File: src/rtl/rtc_irq_pkg.sv
package rtc_irq_pkg;
  localparam int NSRC = 3;
  localparam int SRC_PF = 0;
  localparam int SRC_AL = 1;
  localparam int SRC_WD = 2;
  localparam logic [7:0] CTL_POR   = 8'h24;
  localparam logic [7:0] CTL_WMASK = 8'hEC;

  typedef struct packed {
    logic [NSRC-1:0] en;     // [7]=wdog [6]=alarm [5]=pfail
    logic            rsv4;
    logic            act_hi; // [3]
    logic            pulse;  // [2]
    logic [1:0]      rsv10;
  } ctl_t;
endpackage

File: src/rtl/rtc_irq_rst_sync.sv
module rtc_irq_rst_sync #(
  parameter int STAGES = 2
) (
  input  logic clk,
  input  logic rst_n,
  output logic rst_ok
);
  logic [STAGES-1:0] sync_q;

  always_ff @(posedge clk or negedge rst_n) begin
    if (!rst_n) sync_q <= '0;
    else        sync_q <= {sync_q[STAGES-2:0], 1'b1};
  end

  assign rst_ok = sync_q[STAGES-1];
endmodule

File: src/rtl/rtc_irq_flags.sv
module rtc_irq_flags
  import rtc_irq_pkg::*;
#(
  parameter int N = NSRC
) (
  input  logic         clk,
  input  logic         rst_ok,
  input  logic [N-1:0] evt,
  input  logic         rd,
  output logic [N-1:0] flag_q
);
  logic [N-1:0] flag_d;

  for (genvar i = 0; i < N; i++) begin : g_src
    always_comb begin
      flag_d[i] = flag_q[i];
      if (rd)     flag_d[i] = 1'b0;
      if (evt[i]) flag_d[i] = 1'b1;
    end

    always_ff @(posedge clk or negedge rst_ok) begin
      if (!rst_ok) flag_q[i] <= 1'b0;
      else         flag_q[i] <= flag_d[i];
    end
  end
endmodule

File: src/rtl/rtc_irq_ctl_reg.sv
module rtc_irq_ctl_reg
  import rtc_irq_pkg::*;
(
  input  logic       clk,
  input  logic       rst_ok,
  input  logic       wr,
  input  logic [7:0] wdata,
  output ctl_t       ctl_q
);
  ctl_t ctl_d;
  logic ctl_en;

  assign ctl_en = wr;
  assign ctl_d  = ctl_t'(wdata & CTL_WMASK);

  always_ff @(posedge clk or negedge rst_ok) begin
    if (!rst_ok)     ctl_q <= ctl_t'(CTL_POR);
    else if (ctl_en) ctl_q <= ctl_d;
  end
endmodule

File: src/rtl/rtc_irq_pulse.sv
module rtc_irq_pulse #(
  parameter int LEN = 8
) (
  input  logic clk,
  input  logic rst_ok,
  input  logic trig,
  input  logic cut,
  output logic busy
);
  localparam int CW = $clog2(LEN + 1);
  localparam logic [CW-1:0] LOAD = CW'(LEN);

  logic [CW-1:0] cnt_q, cnt_d;

  always_comb begin
    if (cut)              cnt_d = trig ? LOAD : '0;
    else if (cnt_q != '0) cnt_d = cnt_q - 1'b1;
    else if (trig)        cnt_d = LOAD;
    else                  cnt_d = '0;
  end

  always_ff @(posedge clk or negedge rst_ok) begin
    if (!rst_ok) cnt_q <= '0;
    else         cnt_q <= cnt_d;
  end

  assign busy = (cnt_q != '0);
endmodule

File: src/rtl/rtc_irq_ctrl.sv
module rtc_irq_ctrl
  import rtc_irq_pkg::*;
#(
  parameter int PULSE_LEN = 8,
  parameter int SYNC_STAGES = 2
) (
  input  logic       clk,
  input  logic       rst_n,
  input  logic       wdog_evt,
  input  logic       alarm_evt,
  input  logic       pfail_evt,
  input  logic       flags_rd,
  input  logic       ctl_wr,
  input  logic [7:0] ctl_wdata,
  output logic [2:0] flags_rdata,
  output logic [7:0] ctl_rdata,
  output logic       irq_pin
);
  logic            rst_ok;
  logic [NSRC-1:0] evt;
  logic [NSRC-1:0] flag_q;
  ctl_t            ctl_q;
  logic            trig, busy, asserted;

  assign evt[SRC_WD] = wdog_evt;
  assign evt[SRC_AL] = alarm_evt;
  assign evt[SRC_PF] = pfail_evt;

  rtc_irq_rst_sync #(.STAGES(SYNC_STAGES)) u_rst (
    .clk(clk), .rst_n(rst_n), .rst_ok(rst_ok)
  );

  rtc_irq_flags #(.N(NSRC)) u_flags (
    .clk(clk), .rst_ok(rst_ok), .evt(evt), .rd(flags_rd), .flag_q(flag_q)
  );

  rtc_irq_ctl_reg u_ctl (
    .clk(clk), .rst_ok(rst_ok), .wr(ctl_wr), .wdata(ctl_wdata), .ctl_q(ctl_q)
  );

  assign trig = |(evt & ctl_q.en);

  rtc_irq_pulse #(.LEN(PULSE_LEN)) u_pulse (
    .clk(clk), .rst_ok(rst_ok), .trig(trig), .cut(flags_rd), .busy(busy)
  );

  assign asserted    = ctl_q.pulse ? busy : |(flag_q & ctl_q.en);
  assign irq_pin     = asserted ? ctl_q.act_hi : ~ctl_q.act_hi;
  assign flags_rdata = flag_q;
  assign ctl_rdata   = ctl_q;
endmodule

File: config.mk
export PLATFORM = sky130hd
export DESIGN_NAME = rtc_irq_ctrl
export DESIGN_NICKNAME = d
export VERILOG_FILES = /design/src/rtl/rtc_irq_pkg.sv /design/src/rtl/rtc_irq_rst_sync.sv /design/src/rtl/rtc_irq_flags.sv /design/src/rtl/rtc_irq_ctl_reg.sv /design/src/rtl/rtc_irq_pulse.sv /design/src/rtl/rtc_irq_ctrl.sv
export SDC_FILE = /design/constraint.sdc
export NUM_CORES = 1
export LEC_CHECK = 0
export ABC_AREA = 0
export BUFFER_PORTS_ARGS = -buffer_cell sky130_fd_sc_hd__buf_2
export CORE_MARGIN = 1
export CORE_UTILIZATION = 44
export CTS_CLUSTER_DIAMETER = 100
export DETAILED_ROUTE_END_ITERATION = 6
export PLACE_DENSITY_LB_ADDON = 0.1
export SYNTH_ARGS = -nofsm -noshare
export SYNTH_HDL_FRONTEND = slang
export SYNTH_HIERARCHICAL = 1
export SYNTH_SLANG_ARGS = --single-unit
File: constraint.sdc
create_clock -name clk -period 1.4 [get_ports clk]
set_clock_uncertainty 0.15 [all_clocks]
set_input_delay 0.14 -clock clk [delete_from_list [all_inputs] [get_ports clk]]
set_output_delay 0.14 -clock clk [all_outputs]
set_load 0.02 [all_outputs]
==> flow_summary.yaml, run 1 <==
drt:
  drt_iter0_markers: 23
  dr.pass1.iters: 4
  post_drt_wl_per_cell_um: 11.2
  routed_wl_um: 1230
  vias_per_cell: 4.74
  vias: 521
  ant_nets: 0
  drc: 0
power_and_ir_drop:
  leakagePower_uw: 0.000497
  pwr-share-clk_pct: 20.8
  comb_power_share_pct: 40.3
  power_switching_uw: 416
  p_total_uw: 1360
  powerDensity_nw_per_um2: 1410
  peakVddDrop_mv: 0.982
  switching_share_pct: 30.6
  p_seq_share_pct: 38.9
  p_int_uw: 942
floorplan:
  ioPinCount: 27
  die_area_um2: 1580
  core_um2: 1320
  die_w_um: 39.7
  initial_utilization_pct: 47.5
  std_cell_rows: 13
  die_h_um: 39.7
layout:
  final_util_pct: 72.9
  antenna_cells: 0
  nNetsFinal: 113
  fin_area_um2: 961
  drive_gt1_share_pct: 47.4
  area_delta_synth_final_pct: 53.6
yosys:
  syn_area_um2: 626
  synth-xor-area-share_pct: 2.80
  synth.mux.area_fraction_pct: 10.6
  ys_seq_area_share_pct: 56.4
  synth.area.top_cells: "dfrtp_1 (48%), mux2_2 (9.0%), dfstp_2 (8.4%), a21o_1 (4.8%), ha_1 (4.0%)"
  postSynthAreaPerCell_um2: 12.0
  yosys.area_share.simple_pct: 6.00
  synth_cell_types: 18
  synth_adder_area_share_pct: 4.00
  synth_top_area_share_pct: 48.0
  synth-seq-cells: 14
  yosys_warnings: 6
  synth_compound_gate_area_share_pct: 12.4
  synth_cells: 52
  yosys.area.top_type: "dfrtp_1"
  synth_top_family_by_area: "compound AO/OA/AOI/OAI gates"
setup_path:
  worstSetupPathType: "flip-flop to output pin"
  crit_arrival_ns: 1.52
  crit_path_end_kind: "output pin"
  critPathMaxStageDelay_ns: 0.41
  worstSetupStartpointType: "flip-flop"
  cpMaxStageDelayCell: "dfrtp_2"
  cp_max_fo: 2
  required_ns: 1.11
  path_cells: "a222oi_1 -> mux2i_1 -> xnor2_2 -> buf_4"
  startpoint: "u_flags/flag_q[0]$_DFFE_PN0P_"
  rr_startpoint: "u_ctl/ctl_q[7]$_DFFE_PN0P_"
sta:
  worst_slack_ns: -0.408
  fin_crit_ns: 1.81
  max_freq_mhz: 553
  rsz0062_at_grt: "true"
  slew_violations: 0
  fin_crit_sh_pct: 129
  setup_viol: 2
  finalHoldViolCount: 0
  setup-tns-final_ns: -0.465
clock_tree:
  cts_tree: "built"
  tritoncts_num_sinks: 14
  post_cts_buffers: 0
  numCtsBuffers: 3
  clockRootBuffer: "clkbuf_4"
  htree_levels: 1
  insertion_delay_ns: 0.27
  cts.clk_slew.worst_paths_ns: 0.08
  cts_max_path_buffers: 2
run_status:
  outcome: "complete, but fails checks"
  violations: "setup timing"
grt:
  grt_pass1_vias: 475
  grt_max_degree: 13
  grt_use_total_pct: 19.7
  grt_antenna_before_repair: 0
  grt_pass1_wl_um: 1960
  grt_overflow: 0
place:
  dpl_cell_area_um2: 822
  gp_congestion: 0.655
  portBuffers: 20
  hpwlAfterDp_um: 874
run:
  drv_cap: 0
min_path:
  hp-class: "flip-flop to asynchronous set/reset pin"
stage by stage:
stage               hold WS (ns)  std cells  setup slack [ns]
CTS                      0.00418        110            -0.436
finish                    0.0377        110            -0.408
floorplan                 -0.306         54           -0.0810
detailed placement        -0.223         97            -0.150
global placement          -0.226         97            -0.158
global route              0.0445        110            -0.534
worst max-delay path, delay by kind of cell, from the launching register on:
kind	cells	cell delay (ns)
XOR/XNOR	1	0.15
buffers and inverters	1	0.15
AO/OA/AOI/OAI	1	0.36
flip-flops	1	0.41
multiplexers	1	0.17
power by group through the flow:
stage               sequential [uW]  combinational (uW)  clock, uW
global placement                536                 516          0
floorplan                       575                 285          0
detailed placement              536                 517          0
global route                    542                 613        308
CTS                             529                 548        294
finish                          528                 547        283
cell usage in the layout (no fill, tap or decap):
cell	count
buf_2	18
nand3_1	1
conb_1	4
xnor2_1	1
dfrtp_2	2
mux2_2	5
ha_1	2
buf_4	11
o311a_1	1
o21bai_1	1
buf_6	2
inv_1	5
xnor2_2	1
dfstp_2	2
dlygate4sd3_1	9
mux2i_1	1
o21ba_1	1
nor2_1	6
clkbuf_4	3
dfrtp_1	10
nor2b_1	1
nand2_1	1
clkbuf_8	1
a222oi_1	2
a21o_1	4
registers in the layout, indices dropped and copies added, names as in the netlist:
| name | count |
|---|---|
| u_rst/sync_q | 2 |
| u_pulse/cnt_q | 4 |
| u_ctl/ctl_q | 5 |
| u_flags/flag_q | 3 |
routing by layer:
layer  vias to the layer above  routed length [um]  GRT usage [%]  share of wire [%]
met1                       245                 555           27.6                 45
met2                        18                 612           28.7                 50
li1                        256                   -              -                  -
met3                         2                  56           1.70                4.5
met4                         0                   8           12.9               0.65
met5                         -                   0              0                  0
kinds of logic after synthesis:
logic type,after synthesis
multiplexers,6
adder cells (fa/ha/maj),2
buffers and inverters,8
other,2
flip-flops,14
AND/OR/NAND/NOR,9
XOR/XNOR,2
AO/OA/AOI/OAI,9
repair_timing:
action                                  in CTS  in global routing
pin swaps                                    4                  0
hold buffers                                 9                  0
endpoints found under the setup margin       2                  3
resized for setup                            3                  1
hold endpoints to repair                    10                  0
synthesized netlist by cell type, drive strengths merged:
cell type	number
nor2b	1
o21ba	1
o21bai	1
mux2	5
xnor2	2
mux2i	1
nand3	1
conb	2
inv	5
a21o	4
nor2	6
ha	2
dfstp	2
o311a	1
buf	3
nand2	1
dfrtp	12
a222oi	2
worst paths after layout:
kind / to / slack [ns] / cells past startpoint
setup / recovery: irq_pin / -0.41 / 4
hold / removal: u_ctl/ctl_q[3]$_DFFE_PN0P_ / 0.04 / 0
setup reg to reg: u_pulse/cnt_q[3]$_DFF_PN0_ / -0.06 / 5
hold reg to reg: u_ctl/ctl_q[3]$_DFFE_PN0P_ / 0.04 / 0
max in group asynchronous: u_flags/flag_q[1]$_DFFE_PN0P_ / 0.72 / 0
min in group clk: u_ctl/ctl_q[7]$_DFFE_PN0P_ / 0.04 / 2
area by class of cell:
class                   instances  area, um2
well taps                      15       18.8
clock buffers                   4       36.3
fillers                        86        357
multi-input cells              32        246
inverters                       5       18.8
flip-flops and latches         14        355
repair buffers                 40        285
Power figures use the tool's default switching activity.
==> inputs of run 2 (changes only) <==
==> constraint.sdc (replaced) <==
create_clock -name clk -period 1.4 [get_ports clk]
set_clock_uncertainty 0.15 [all_clocks]
set_input_delay 0.14 -clock clk [delete_from_list [all_inputs] [get_ports clk]]
set_output_delay 0.14 -clock clk [all_outputs]
set_load 0.005 [all_outputs]
==> run 2 against run 1 <==
Compared with the run above:
- the flow still finishes with violations (setup timing)
- maximum frequency increased by 5.1%
- largest power group is now sequential cells
- design area decreased by 6.6%
- sequential power is 4.0% higher
- sequential share of layout area increased by 2.4 points
- total power shrank 12%
- critical path type unchanged
- die area did not move
- register-to-register slack better by 0.10 ns
- first-iteration DRC count is 43% lower
==> flow_summary.yaml, run 2 (synthesis results as in run 1) <==
drt:
  routed_wl_um: 1200
  ant_nets: 0
  vias_per_cell: 4.79
  wl_met3_um: 65
  post_drt_wl_per_cell_um: 11.4
  drc: 0
  wirelength_met1_um: 542
  wl_met2_um: 590
  drt_iter0_markers: 13
  dr.pass1.iters: 4
  vias: 503
  top_layer: "met3"
floorplan:
  std_cell_rows: 13
  die_area_um2: 1580
  ioPinCount: 27
  die_h_um: 39.7
  die_w_um: 39.7
  initial_utilization_pct: 47.5
  core_um2: 1320
place:
  gp_congestion: 0.647
  portBuffers: 20
  hpwlAfterDp_um: 831
  post-place-ws_ns: -0.0254
  dpl_cell_area_um2: 767
setup_path:
  cpMaxStageDelayCell: "dfstp_2"
  cp_num_cells: 4
  cp_max_fo: 4
  path_cells: "a222oi_1 -> mux2i_1 -> xnor2_1 -> buf_2"
  r2r_cells: 6
  crit_family: "flip-flops"
  critPathMaxStageDelay_ns: 0.39
  required_ns: 1.11
  crit_buf_inv: 1
  worstSetupPathType: "flip-flop to output pin"
  crit_arrival_ns: 1.43
  crit_path_end_kind: "output pin"
  worstSetupStartpointType: "flip-flop"
layout:
  fillers: 116
  largest_reg_flops: 5
  layout_commonest_cell: "buf_2"
  final_util_pct: 68.1
  largestRegisters: "u_ctl/ctl_q (5), u_pulse/cnt_q (4), u_flags/flag_q (3)"
  drive_gt1_share_pct: 41.1
  area_delta_synth_final_pct: 43.4
  fin_area_um2: 897
  nNetsFinal: 108
  layout_common_cells: "buf_2 (20), dfrtp_1 (12), dlygate4sd3_1 (9)"
  regMostFlops: "u_ctl/ctl_q"
  antenna_cells: 0
sta:
  fin_crit_ns: 1.72
  max_freq_mhz: 581
  setup-tns-final_ns: -0.320
  finalHoldViolCount: 0
  rsz0062_at_grt: "true"
  slew_violations: 0
  fin_crit_sh_pct: 123
  worst_slack_ns: -0.320
  setup_viol: 1
grt:
  grt_use_total_pct: 18.4
  grt_pass1_wl_um: 1850
  grt_overflow: 0
  grt_pass1_vias: 451
  grt_max_degree: 13
  grt_antenna_before_repair: 0
clock_tree:
  tritoncts_num_sinks: 14
  numCtsBuffers: 3
  cts.clk_slew.worst_paths_ns: 0.08
  clockRootBuffer: "clkbuf_4"
  htree_levels: 1
  cts_max_path_buffers: 2
  cts_tree: "built"
  insertion_delay_ns: 0.27
power_and_ir_drop:
  leakagePower_uw: 0.000458
  p_total_uw: 1190
  powerDensity_nw_per_um2: 1330
  peakVddDrop_mv: 0.688
run:
  drv_cap: 0
run_status:
  violations: "setup timing"
  outcome: "complete, but fails checks"
min_path:
  hp-class: "input pin to asynchronous set/reset pin"
## run 2: repair_timing
item                                   4_1_cts  5_1_grt
gates resized for setup                      1        1
hold buffers                                 9        0
endpoints found under the hold margin       10        0
setup endpoints to repair                    2        2
pin swaps                                    1        1
buffers inserted                             1        0
## run 2: final timing paths
| path | slack [ns] | to | startpoint |
|---|---|---|---|
| worst max register to register | 0.04 | u_pulse/cnt_q[3]$_DFF_PN0_ | u_pulse/cnt_q[0]$_DFF_PN0_ |
| worst min-delay path | 0.01 | u_rst/sync_q[0]$_DFF_PN0_ | rst_n |
| max in group asynchronous | 0.72 | u_ctl/ctl_q[5]$_DFFE_PN1P_ | u_rst/sync_q[1]$_DFF_PN0_ |
| worst max-delay path | -0.32 | irq_pin | u_ctl/ctl_q[5]$_DFFE_PN1P_ |
| worst min register to register | 0.03 | u_pulse/cnt_q[1]$_DFF_PN0_ | u_rst/sync_q[1]$_DFF_PN0_ |
| min in group clk | 0.06 | u_pulse/cnt_q[3]$_DFF_PN0_ | flags_rd |
## run 2: layer usage
layer | track usage, % | vias up
met5 | 0 | -
met4 | 5.17 | 0
met3 | 5.11 | 0
met2 | 28.3 | 18
met1 | 25.2 | 242
li1 | - | 243
## run 2: through the flow
stage / hold slack (ns) / cells
after floorplan: -0.306 / 54
after global placement: -0.225 / 91
after detailed placement: -0.224 / 91
after CTS: 0.0103 / 105
after global routing: 0.0460 / 105
final: 0.0147 / 105
## run 2: power breakdown
group,switching (uW),internal [uW]
Sequential,65.3,484
Clock,116,110
Combinational,173,243
Total,355,837
## run 2: layout make-up
class                           instances  area, um2  area share (%)
Timing Repair Buffer                   35        239            26.6
Tap cell                               15       18.8            2.09
Inverter                                5       18.8            2.09
Multi-Input combinational cell         32        241            26.9
Sequential cell                        14        353            39.3
Clock buffer                            4       26.3            2.93
==> inputs of run 3 (changes only) <==
--- a/config.mk
+++ b/config.mk
@@ -6,11 +6,11 @@
 export NUM_CORES = 1
 export LEC_CHECK = 0
 export ABC_AREA = 0
-export BUFFER_PORTS_ARGS = -buffer_cell sky130_fd_sc_hd__buf_2
-export CORE_MARGIN = 1
-export CORE_UTILIZATION = 44
+export CORE_AREA = 2 2 39 41
 export CTS_CLUSTER_DIAMETER = 100
 export DETAILED_ROUTE_END_ITERATION = 6
+export DIE_AREA = 0 0 41 43
+export DONT_BUFFER_PORTS = 1
 export PLACE_DENSITY_LB_ADDON = 0.1
 export SYNTH_ARGS = -nofsm -noshare
 export SYNTH_HDL_FRONTEND = slang
==> run 3 against run 2 <==
Compared with the run above:
- the run still ends with setup timing left
- core utilization down 7.8 points
- sequential cell count did not move
- clock-buffer cell count did not move
- maximum frequency down 0.92%
- sequential power grew 2%
- via count fell by 6.6%
- critical endpoint unchanged
- die area increased by 12%
- setup slack got worse by 0.016 ns
- sequential share of layout area grew 2.9 points
==> flow_summary.yaml, run 3 (synthesis results as in run 1) <==
clock_tree:
  clockRootBuffer: "clkbuf_4"
  numCtsBuffers: 3
  htree_levels: 1
  tritoncts_num_sinks: 14
  cts.clk_slew.worst_paths_ns: 0.08
  cts_max_path_buffers: 2
  cts_tree: "built"
  insertion_delay_ns: 0.28
layout:
  fillers: 117
  multi_input_area_um2: 241
  regMostFlops: "u_ctl/ctl_q"
  final_cells: 89
  layout_common_cells: "dlygate4sd3_1 (12), dfrtp_1 (12), buf_4 (6), nor2_1 (6)"
  area_delta_synth_final_pct: 33.4
  largestRegisters: "u_ctl/ctl_q (5), u_pulse/cnt_q (4), u_flags/flag_q (3)"
  final-seq-area_um2: 353
  largest_reg_flops: 5
  antenna_cells: 0
  drive_gt1_share_pct: 24.7
  nNetsFinal: 91
setup_path:
  cpMaxStageDelayCell: "a222oi_1"
  required_ns: 1.11
  cp_max_fo: 4
  path_cells: "a222oi_1 -> mux2i_1 -> xnor2_1"
  worstSetupPathType: "flip-flop to output pin"
  worstSetupStartpointType: "flip-flop"
  crit_arrival_ns: 1.45
  critPathMaxStageDelay_ns: 0.41
  crit_path_end_kind: "output pin"
drt:
  drc: 0
  dr.pass1.iters: 6
  vias: 470
  routed_wl_um: 1390
  ant_nets: 0
  vias_per_cell: 5.28
  drt_iter0_markers: 19
  post_drt_wl_per_cell_um: 15.6
min_path:
  hp-class: "flip-flop to asynchronous set/reset pin"
grt:
  grt_antenna_before_repair: 0
  grt_pass1_wl_um: 2170
  grt_max_degree: 13
  grt_pass1_vias: 513
  grt_overflow: 0
  grt_use_total_pct: 19.8
place:
  post-place-ws_ns: 0.00364
  hpwlAfterDp_um: 933
  portBuffers: 0
  gp_congestion: 0.720
  dp_cells: 72
sta:
  setup_viol: 1
  rsz0062_at_grt: "true"
  worst_slack_ns: -0.336
  finalHoldViolCount: 0
  fin_crit_sh_pct: 124
  whs_ns: 0.0494
  max_freq_mhz: 576
  slew_violations: 0
  fin_crit_ns: 1.74
run:
  drv_cap: 0
floorplan:
  core_um2: 1380
  die_w_um: 41
  die_area_um2: 1760
  ioPinCount: 27
  std_cell_rows: 14
  initial_utilization_pct: 45.2
  die_h_um: 43
power_and_ir_drop:
  powerDensity_nw_per_um2: 1470
  peakVddDrop_mv: 0.822
  leakagePower_uw: 0.000398
run_status:
  violations: "setup timing"
  outcome: "complete, but fails checks"
## run 3: changes by cell type in the layout (fill, tap and decap cells not counted)
cell	before	now
dlygate4sd3_1	9	12
buf_4	5	6
buf_2	20	0
clkbuf_8	0	1
clkbuf_1	1	0
buf_6	1	0
## run 3: report_power, final
group	switching, uW	internal [uW]	leakage [uW]
registers	73.3	484	0.000161
logic	175	213	0.000216
clock network	126	158	0.0000210
total	375	855	0.000398
## run 3: worst max-delay path: cells and delay by family (launching register included)
family	cells	cell delay (ns)
AO/OA/AOI/OAI	1	0.41
flip-flops	1	0.40
XOR/XNOR	1	0.20
multiplexers	1	0.16
## run 3: cell type report
class	count	area share (%)
Sequential cell	14	42.3
Tap cell	16	2.40
Clock buffer	4	4.35
Inverter	5	2.25
Timing Repair Buffer	18	19.8
Multi-Input combinational cell	32	28.9
## run 3: per-layer routing
layer | up-vias | track usage, % | part of all wire, % | wire (um)
met3 | 5 | 5.76 | 6.3 | 88
li1 | 209 | - | - | -
met1 | 232 | 22.4 | 35 | 491
met4 | 0 | 12.0 | 2.4 | 34
met5 | - | 0 | 0 | 0
met2 | 24 | 30.9 | 56 | 778
## run 3: final timing paths
kind                                       startpoint                          to  slack (ns)  cells past startpoint
min                         u_rst/sync_q[1]$_DFF_PN0_  u_pulse/cnt_q[3]$_DFF_PN0_        0.05                      0
min in group clk                            alarm_evt  u_pulse/cnt_q[3]$_DFF_PN0_        0.09                      4
min reg2reg                 u_rst/sync_q[1]$_DFF_PN0_  u_pulse/cnt_q[3]$_DFF_PN0_        0.05                      0
max in group asynchronous                       rst_n   u_rst/sync_q[0]$_DFF_PN0_        0.50                      2
max reg2reg                u_pulse/cnt_q[0]$_DFF_PN0_  u_pulse/cnt_q[3]$_DFF_PN0_        0.04                      4
max                        u_ctl/ctl_q[5]$_DFFE_PN1P_                     irq_pin       -0.34                      3
## run 3: through the flow
stage / setup TNS [ns] / util, % / area, um2 / power [uW]
6_report: -0.336 / 60.3 / 835 / 1230
5_1_grt: -0.429 / 60.3 / 835 / 1330
4_1_cts: -0.324 / 59.6 / 825 / 1210
3_5_place_dp: 0 / 48.3 / 668 / 890
3_3_place_gp: 0 / 48.3 / 668 / 862
2_1_floorplan: 0 / - / 633 / 803
## run 3: timing repair
item	CTS	global route
gates resized for setup	0	1
gates cloned	0	0
pin swaps	1	0
buffers inserted	0	1
hold buffers	12	0
setup endpoints to repair	1	2
endpoints found under the hold margin	14	0
